## src/rtl/exc_arb_pkg.sv

```systemverilog
package exc_arb_pkg;

   typedef enum logic [2:0] {
      KIND_NONE  = 3'd0,
      KIND_RESET = 3'd1,
      KIND_TRACE = 3'd2,
      KIND_IRQ   = 3'd3,
      KIND_TRAP  = 3'd4
   } exc_kind_e;

   // retired-opcode classes that change eligibility
   localparam logic [1:0] CLS_CTRL_WR = 2'd1;
   localparam logic [1:0] CLS_RETURN  = 2'd2;

   // source slots, index 0 is the highest priority below reset
   localparam int SRC_TRACE = 0;
   localparam int SRC_IRQ   = 1;
   localparam int SRC_TRAP  = 2;
   localparam int NUM_SRC   = 3;

endpackage

```

## src/rtl/exc_arb_trap_hold.sv

```systemverilog
module exc_arb_trap_hold #(
   parameter int NUM_W = 2
) (
   input  logic             clk,
   input  logic             res_n,
   input  logic             run_i,
   input  logic             stb_i,
   input  logic [NUM_W-1:0] num_i,
   input  logic             consume_i,
   output logic             pend_o,
   output logic [NUM_W-1:0] num_o
);

   logic             pend_q;
   logic [NUM_W-1:0] num_q;

   always_ff @(posedge clk or negedge res_n) begin
      if (!res_n) begin
         pend_q <= 1'b0;
         num_q  <= '0;
      end else if (run_i) begin
         if (consume_i) begin
            pend_q <= 1'b0;
         end else if (stb_i) begin
            pend_q <= 1'b1;
            num_q  <= num_i;
         end
      end
   end

   // a fresh strobe is usable at the boundary it arrives with
   assign pend_o = pend_q | stb_i;
   assign num_o  = stb_i ? num_i : num_q;

endmodule

```

## src/rtl/exc_arb_qualify.sv

```systemverilog
module exc_arb_qualify
   import exc_arb_pkg::*;
#(
   parameter int MODE_W         = 2,
   parameter int TRACE_MIN_MODE = 2
) (
   input  logic               run_i,
   input  logic               bound_i,
   input  logic               trace_bit_i,
   input  logic [MODE_W-1:0]  mode_i,
   input  logic [1:0]         cls_i,
   input  logic               irq_i,
   input  logic               post_rst_i,
   input  logic               trap_pend_i,
   output logic [NUM_SRC-1:0] req_o
);

   logic at_edge;

   assign at_edge = run_i & bound_i;

   always_comb begin
      req_o = '0;
      if (at_edge) begin
         req_o[SRC_TRACE] = trace_bit_i
                          && (int'(mode_i) >= TRACE_MIN_MODE)
                          && (cls_i != CLS_RETURN);
         req_o[SRC_IRQ]   = irq_i
                          && (cls_i != CLS_CTRL_WR)
                          && !post_rst_i;
         req_o[SRC_TRAP]  = trap_pend_i;
      end
   end

endmodule

```

## src/rtl/exc_arb_select.sv

```systemverilog
module exc_arb_select #(
   parameter int N = 3
) (
   input  logic [N-1:0] req_i,
   output logic [N-1:0] gnt_o,
   output logic         any_o
);

   logic [N:0] seen;

   assign seen[0] = 1'b0;

   for (genvar g = 0; g < N; g++) begin : g_chain
      assign gnt_o[g]    = req_i[g] & ~seen[g];
      assign seen[g + 1] = seen[g] | req_i[g];
   end

   assign any_o = seen[N];

endmodule

```

## src/rtl/exc_arbiter.sv

```systemverilog
module exc_arbiter
   import exc_arb_pkg::*;
#(
   parameter int VEC_W          = 8,
   parameter int TRAP_NUM_W     = 2,
   parameter int VEC_RESET      = 0,
   parameter int VEC_TRACE      = 5,
   parameter int VEC_TRAP_BASE  = 8,
   parameter int TRACE_MIN_MODE = 2
) (
   input  logic                  clk,
   input  logic                  res_n,
   input  logic                  trace_bit_i,
   input  logic [1:0]            icm_i,
   input  logic                  irq_req_i,
   input  logic [VEC_W-1:0]      irq_vec_i,
   input  logic                  trap_stb_i,
   input  logic [TRAP_NUM_W-1:0] trap_num_i,
   input  logic                  bound_stb_i,
   input  logic [1:0]            retire_cls_i,
   output logic                  take_o,
   output logic [2:0]            kind_o,
   output logic [VEC_W-1:0]      vec_o
);

   localparam int VEC_SPAN = 1 << VEC_W;
   localparam int TRAP_CNT = 1 << TRAP_NUM_W;
   localparam logic [VEC_W-1:0] RESET_V     = VEC_W'(VEC_RESET);
   localparam logic [VEC_W-1:0] TRACE_V     = VEC_W'(VEC_TRACE);
   localparam logic [VEC_W-1:0] TRAP_BASE_V = VEC_W'(VEC_TRAP_BASE);

   if (VEC_W < 2 || VEC_W > 16) begin : g_bad_vec_w
      $error("exc_arbiter: VEC_W out of range");
   end
   if (VEC_TRAP_BASE + TRAP_CNT > VEC_SPAN) begin : g_bad_trap
      $error("exc_arbiter: trap vectors exceed vector space");
   end
   if (VEC_TRACE >= VEC_SPAN || VEC_RESET >= VEC_SPAN) begin : g_bad_fixed
      $error("exc_arbiter: fixed vector exceeds vector space");
   end
   if (TRACE_MIN_MODE < 0 || TRACE_MIN_MODE > 3) begin : g_bad_mode
      $error("exc_arbiter: TRACE_MIN_MODE out of range");
   end

   logic                  rst_pend_q;
   logic                  post_rst_q;
   logic                  run;
   logic                  trap_pend;
   logic [TRAP_NUM_W-1:0] trap_num;
   logic [NUM_SRC-1:0]    req;
   logic [NUM_SRC-1:0]    gnt;
   logic                  any_gnt;
   exc_kind_e             nxt_kind;
   logic [VEC_W-1:0]      nxt_vec;

   assign run = ~rst_pend_q;

   exc_arb_trap_hold #(
      .NUM_W (TRAP_NUM_W)
   ) trap_i (
      .clk       (clk),
      .res_n     (res_n),
      .run_i     (run),
      .stb_i     (trap_stb_i),
      .num_i     (trap_num_i),
      .consume_i (gnt[SRC_TRAP]),
      .pend_o    (trap_pend),
      .num_o     (trap_num)
   );

   exc_arb_qualify #(
      .MODE_W         (2),
      .TRACE_MIN_MODE (TRACE_MIN_MODE)
   ) qual_i (
      .run_i       (run),
      .bound_i     (bound_stb_i),
      .trace_bit_i (trace_bit_i),
      .mode_i      (icm_i),
      .cls_i       (retire_cls_i),
      .irq_i       (irq_req_i),
      .post_rst_i  (post_rst_q),
      .trap_pend_i (trap_pend),
      .req_o       (req)
   );

   exc_arb_select #(
      .N (NUM_SRC)
   ) sel_i (
      .req_i (req),
      .gnt_o (gnt),
      .any_o (any_gnt)
   );

   always_comb begin
      nxt_kind = KIND_NONE;
      nxt_vec  = '0;
      if (gnt[SRC_TRACE]) begin
         nxt_kind = KIND_TRACE;
         nxt_vec  = TRACE_V;
      end else if (gnt[SRC_IRQ]) begin
         nxt_kind = KIND_IRQ;
         nxt_vec  = irq_vec_i;
      end else if (gnt[SRC_TRAP]) begin
         nxt_kind = KIND_TRAP;
         nxt_vec  = TRAP_BASE_V + VEC_W'(trap_num);
      end
   end

   always_ff @(posedge clk or negedge res_n) begin
      if (!res_n) begin
         rst_pend_q <= 1'b1;
         post_rst_q <= 1'b0;
         take_o     <= 1'b0;
         kind_o     <= KIND_NONE;
         vec_o      <= '0;
      end else if (rst_pend_q) begin
         rst_pend_q <= 1'b0;
         post_rst_q <= 1'b1;
         take_o     <= 1'b1;
         kind_o     <= KIND_RESET;
         vec_o      <= RESET_V;
      end else begin
         take_o <= any_gnt;
         kind_o <= nxt_kind;
         vec_o  <= nxt_vec;
         if (bound_stb_i) begin
            post_rst_q <= 1'b0;
         end
      end
   end

endmodule

```

## config.mk

```make
export PLATFORM = sky130hd
export DESIGN_NAME = exc_arbiter
export DESIGN_NICKNAME = d
export VERILOG_FILES = /design/src/rtl/exc_arb_pkg.sv /design/src/rtl/exc_arb_trap_hold.sv /design/src/rtl/exc_arb_qualify.sv /design/src/rtl/exc_arb_select.sv /design/src/rtl/exc_arbiter.sv
export SDC_FILE = /design/constraint.sdc
export NUM_CORES = 1
export LEC_CHECK = 0
export ABC_AREA = 1
export ABC_CLOCK_PERIOD_IN_PS = 3600
export BUFFER_PORTS_ARGS = -buffer_cell sky130_fd_sc_hd__buf_4
export CORE_UTILIZATION = 45
export DETAILED_ROUTE_END_ITERATION = 8
export PLACE_DENSITY = 0.77
export SETUP_SLACK_MARGIN = 0.15
export SLEW_MARGIN = 25
export SYNTH_ARGS = -nofsm -noshare
export SYNTH_HDL_FRONTEND = slang
export SYNTH_SLANG_ARGS = --single-unit
```

## constraint.sdc

```tcl
create_clock -name clk -period 3.6 [get_ports clk]
set_clock_uncertainty 0.1 [all_clocks]
set_input_delay 0.18 -clock clk [delete_from_list [all_inputs] [get_ports clk]]
set_output_delay 0.18 -clock clk [all_outputs]
set_load 0.05 [all_outputs]
```

# After elaboration in Yosys (flattened, before gate mapping)
# Index checks and enable logic that the tools add are counted.
# totals
reg_bits,17
in_bits,20
out_inout_bits,12
word_cells,45
# op_classes
n_addsub,1
order_cmp,1
n_eq_ne,2
n_mux,15
bitwise,10
n_reduce_logical,9
# ops
operator,count
$mux W8,3
$mux W3,5
$add A4 B2 Y5 const A,1
$mux W1,5
$mux W5,1
$logic_and A1 B1 Y1,4
$not A1 Y1,4
$reduce_and A2 Y1,2
$reduce_bool A2 Y1,2
$and A1 B1 Y1,3
$or A1 B1 Y1,3
$ge A2 B2 Y1 const B,1
$mux W2,1
$ne A2 B1 Y1 const B,1
$ne A2 B2 Y1 const B,1
$logic_not A1 Y1,1

# Depth between registers and ports, before layout
# depth
depth_word,11
ltp_mapped,7
depth_no_buf,7

# Cells and area by module
# A second synthesis with hierarchy kept.
# unflattened
hier_cells,98
hier_area_um2,795.8
# modules_own_cells
module,n_inst,cells_each,area_each_um2,seq_area_each_um2
exc_arbiter,1,51,534.3,351.6
exc_arb_trap_hold,1,24,160.2,75.1
exc_arb_qualify,1,15,61.3,0.0
exc_arb_select,1,8,40.0,0.0

# Worst setup path before layout
# No wires, ideal clock.
# synth_path
kind,reg-to-reg
from,register rst_pend_q
to,register trap_i.num_q[0]
setup_time_ps,116
arrival_ps,980
required_time_ps,3384
path_slack_ps,2403
stages_incl_launch_ff,8
path_buffers,0
path_cell_list,dfstp_2 -> inv_2 -> nand2_2 -> nor2_4 -> nand3_4 -> nand2_2 -> nand2_1 -> nand2_1
# synth_via
elab_chain_len,8
# synth_lines
item,line_no,text
from (decl),exc_arbiter.sv:45,logic rst_pend_q;
from (signal assigned),exc_arbiter.sv:111,rst_pend_q <= 1'b1;
from (signal assigned),exc_arbiter.sv:117,rst_pend_q <= 1'b0;
$not A1 Y1 (no source line) *,-,
$and A1 B1 Y1,exc_arb_qualify.sv:20,assign at_edge = run_i & bound_i;
$mux W3,exc_arb_qualify.sv:24,if (at_edge) begin
$or A1 B1 Y1,exc_arb_select.sv:15,assign seen[g + 1] = seen[g] | req_i[g];
$not A1 Y1,exc_arb_select.sv:14,assign gnt_o[g] = req_i[g] & ~seen[g];
$and A1 B1 Y1,exc_arb_select.sv:14,
$not A1 Y1 (no source line),-,
$reduce_and A2 Y1 (no source line) *,-,
to (signal assigned),exc_arb_trap_hold.sv:26,num_q <= num_i;
to (decl),exc_arb_trap_hold.sv:15,logic [NUM_W-1:0] num_q;
# Every way passes the cells marked *; elsewhere a longest branch is shown, timed or not.
# A chain may end at the register's enable or synchronous reset.

# Final worst setup path
# layout_path
from,register rst_pend_q
to,register trap_i.num_q[1]
# Same word-level chain as after synthesis.

==> results.txt <==
Chip Height: 42.19 um
vias: 583
fin crit share: 35.66%
vias per cell: 4.485
Final Hold Fails: 0
Syn Nets: 99
Slowest-stage cell, CP: dfstp_2
clock buffer depth: 2
worst vdd ir: 256.1 uV
Final ANT Viol Nets: 0
gr ovfl total: 0
initial antenna violation count: 0
CTS tree: yes
Core ar.: 1506 um^2
multi-input combinational cell area: 244.0 um^2
sequential share of the synthesized area: 58.69%
filler cell count: 132
CTS resizes: 0
Synth cell types: 14
DIE WIDTH: 42.19 um
wire length per cell: 9.954 um
Die ar.: 1780 um^2
Clock Latency Late Sink: 0.28 ns
FF+latch area: 426.7 um^2
share of the synthesized area in the top cell type: 55.08%
Final #Nets: 135
Initial Utilization: 48.26%
critical path data arrival time: 1.37 ns
max cap viols: 0
number of global-route vias before repair: 544
HP Class: input port to flip-flop
Top-Level Pins: 32
Final TNS setup: 0 ns
worst-path cell chain: inv_2 > nand2_2 > nor2_4 > nand3_4 > nand2_2 > nand2_1 > nand2_1
CP Class: flip-flop to flip-flop
Cells after Synth: 79
Post-synth EDFFs: 0
PD cells: 387.5 nW/um^2
status: completed
synth cell count leaders: 21 x nand2_1, 16 x dfrtp_1, 12 x inv_1
Layout area overhead: 38.73%
leading area contributor after synthesis: dfrtp_1
RSZ-0062 raised after global routing: false
H-tree levels: 1
dpl hpwl: 1051 um
largest net degree at the start of global routing: 18
Critical Path Source Type: flip-flop
synth warn: 0
routability cong.: 0.6929
crit-path max FO: 6
CTS buffer count: 3
ANT cells: 0
ranking of synthesized cells by area: dfrtp_1 55%, nand2_1 11%, inv_1 6.2%, nor2_1 5.2%, nand3_4 4.8%
Slew Limit Fails: 0
Final Critical Period: 1.284 ns
most numerous cell in the Yosys netlist: nand2_1
Avg Cell Area, Syn: 9.202 um^2
Clock transition at path regs: 0.09 ns
max incr delay on CP: 0.59 ns
FMAX: 0.7790 GHz
nature of the critical path endpoint: flip-flop
Total GRT Usage: 15.95%
Routed Wire Length: 1294 um
Worst Path Required: 3.68 ns
share of layout cells above drive strength 1: 39.47%
DR iter-0 viols: 6
Post-synth ARST share: 100.0%
router iterations before antenna repair: 4
flop-to-flop setup slack: 2.32 ns
Mapped Area: 726.9 um^2
hold_ws: 0.003986 ns
Root Buffer: clkbuf_4
first-pass GRT wire length: 2166 um
endpoints failing setup: 0
leak pwr: 0.5954 nW
Primary FF master, synth: dfrtp_1
IO Port Bufs: 30
synthesis-stage register bit count: 17
DRC Markers: 0
Rows: 14
clock sinks: 17
[power breakdown]
part | internal (mW) | total, mW | switching (mW)
registers | 0.204 | 0.210 | 0.00538
clock network | 0.0430 | 0.0988 | 0.0559
logic | 0.0317 | 0.0824 | 0.0507
total | 0.279 | 0.391 | 0.112
[stage by stage]
stage	utilization [%]	worst slack, ns	std cells	area, um^2	total power, mW
after global placement	64.53	2.346	125	972.2	0.2937
after CTS	66.94	2.309	130	1008	0.3934
final	66.94	2.316	130	1008	0.3908
after floorplan	-	2.403	79	726.9	0.2611
after detailed placement	64.53	2.326	125	972.2	0.2957
after global routing	66.94	2.231	130	1008	0.4084
[cell families after synthesis]
family                 count (synthesis)  share of synthesized area [%]
AO/OA/AOI/OAI                          3                          2.410
buffers and inverters                 15                          7.745
flip-flops                            17                          58.69
AND/OR/NAND/NOR                       43                          30.64
other                                  1                         0.5159
[metal layers]
metal  global-route usage [%]  share of wire (%)  vias to the layer above
li1                         -                  -                      305
met1                    20.06                 43                      252
met2                    27.08                 49                       24
met3                    3.448                7.7                        2
met4                    5.625               0.31                        0
met5                        0                  0                        -
[worst max-delay path, delay by kind of cell (launching register included)]
family	cells	cell delay (ns)
DFF	1	0.59
and+or+nand+nor	6	0.39
buffers and inverters	1	0.09
[cell type report]
type / count / share of cell area (%)
sequential: 17 / 42.31
multi-input combinational: 47 / 24.19
timing repair buffer: 31 / 23.33
inverter: 15 / 5.583
clock buffer: 4 / 2.605
tap: 16 / 1.985
[repair_timing]
item                                   CTS  global route
hold buffers                             1             0
endpoints found under the hold margin   17             0
setup buffers                            0             0
setup endpoints to repair                0             0
[placed cells by master, fill, tap and decap left out, types with 2 or more instances in the layout]
cell type	n
nand2_1	21
nand3_4	2
inv_2	3
nor2_1	10
o21ai_0	2
inv_1	12
nor2_4	2
dfrtp_1	16
nand2_2	3
clkbuf_4	3
nand3_1	4
buf_4	30
[registers in the layout (all words and copies together), names as in the netlist]
name           count
vec_o              8
kind_o             3
trap_i.pend_q      1
take_o             1
trap_i.num_q       2
post_rst_q         1
rst_pend_q         1
[worst paths after layout]
kind	from	to	cells after the start
worst max-delay path	rst_pend_q	trap_i.num_q[1]	7
worst min-delay path	irq_vec_i[7]	vec_o[7]	3
worst max register to register	rst_pend_q	trap_i.num_q[1]	7
worst min register to register	trap_i.num_q[0]	trap_i.num_q[0]	2
max in group asynchronous	res_n	rst_pend_q	2
min in group asynchronous	res_n	vec_o[2]	2
Note: power is estimated with default switching activity, not from simulation.
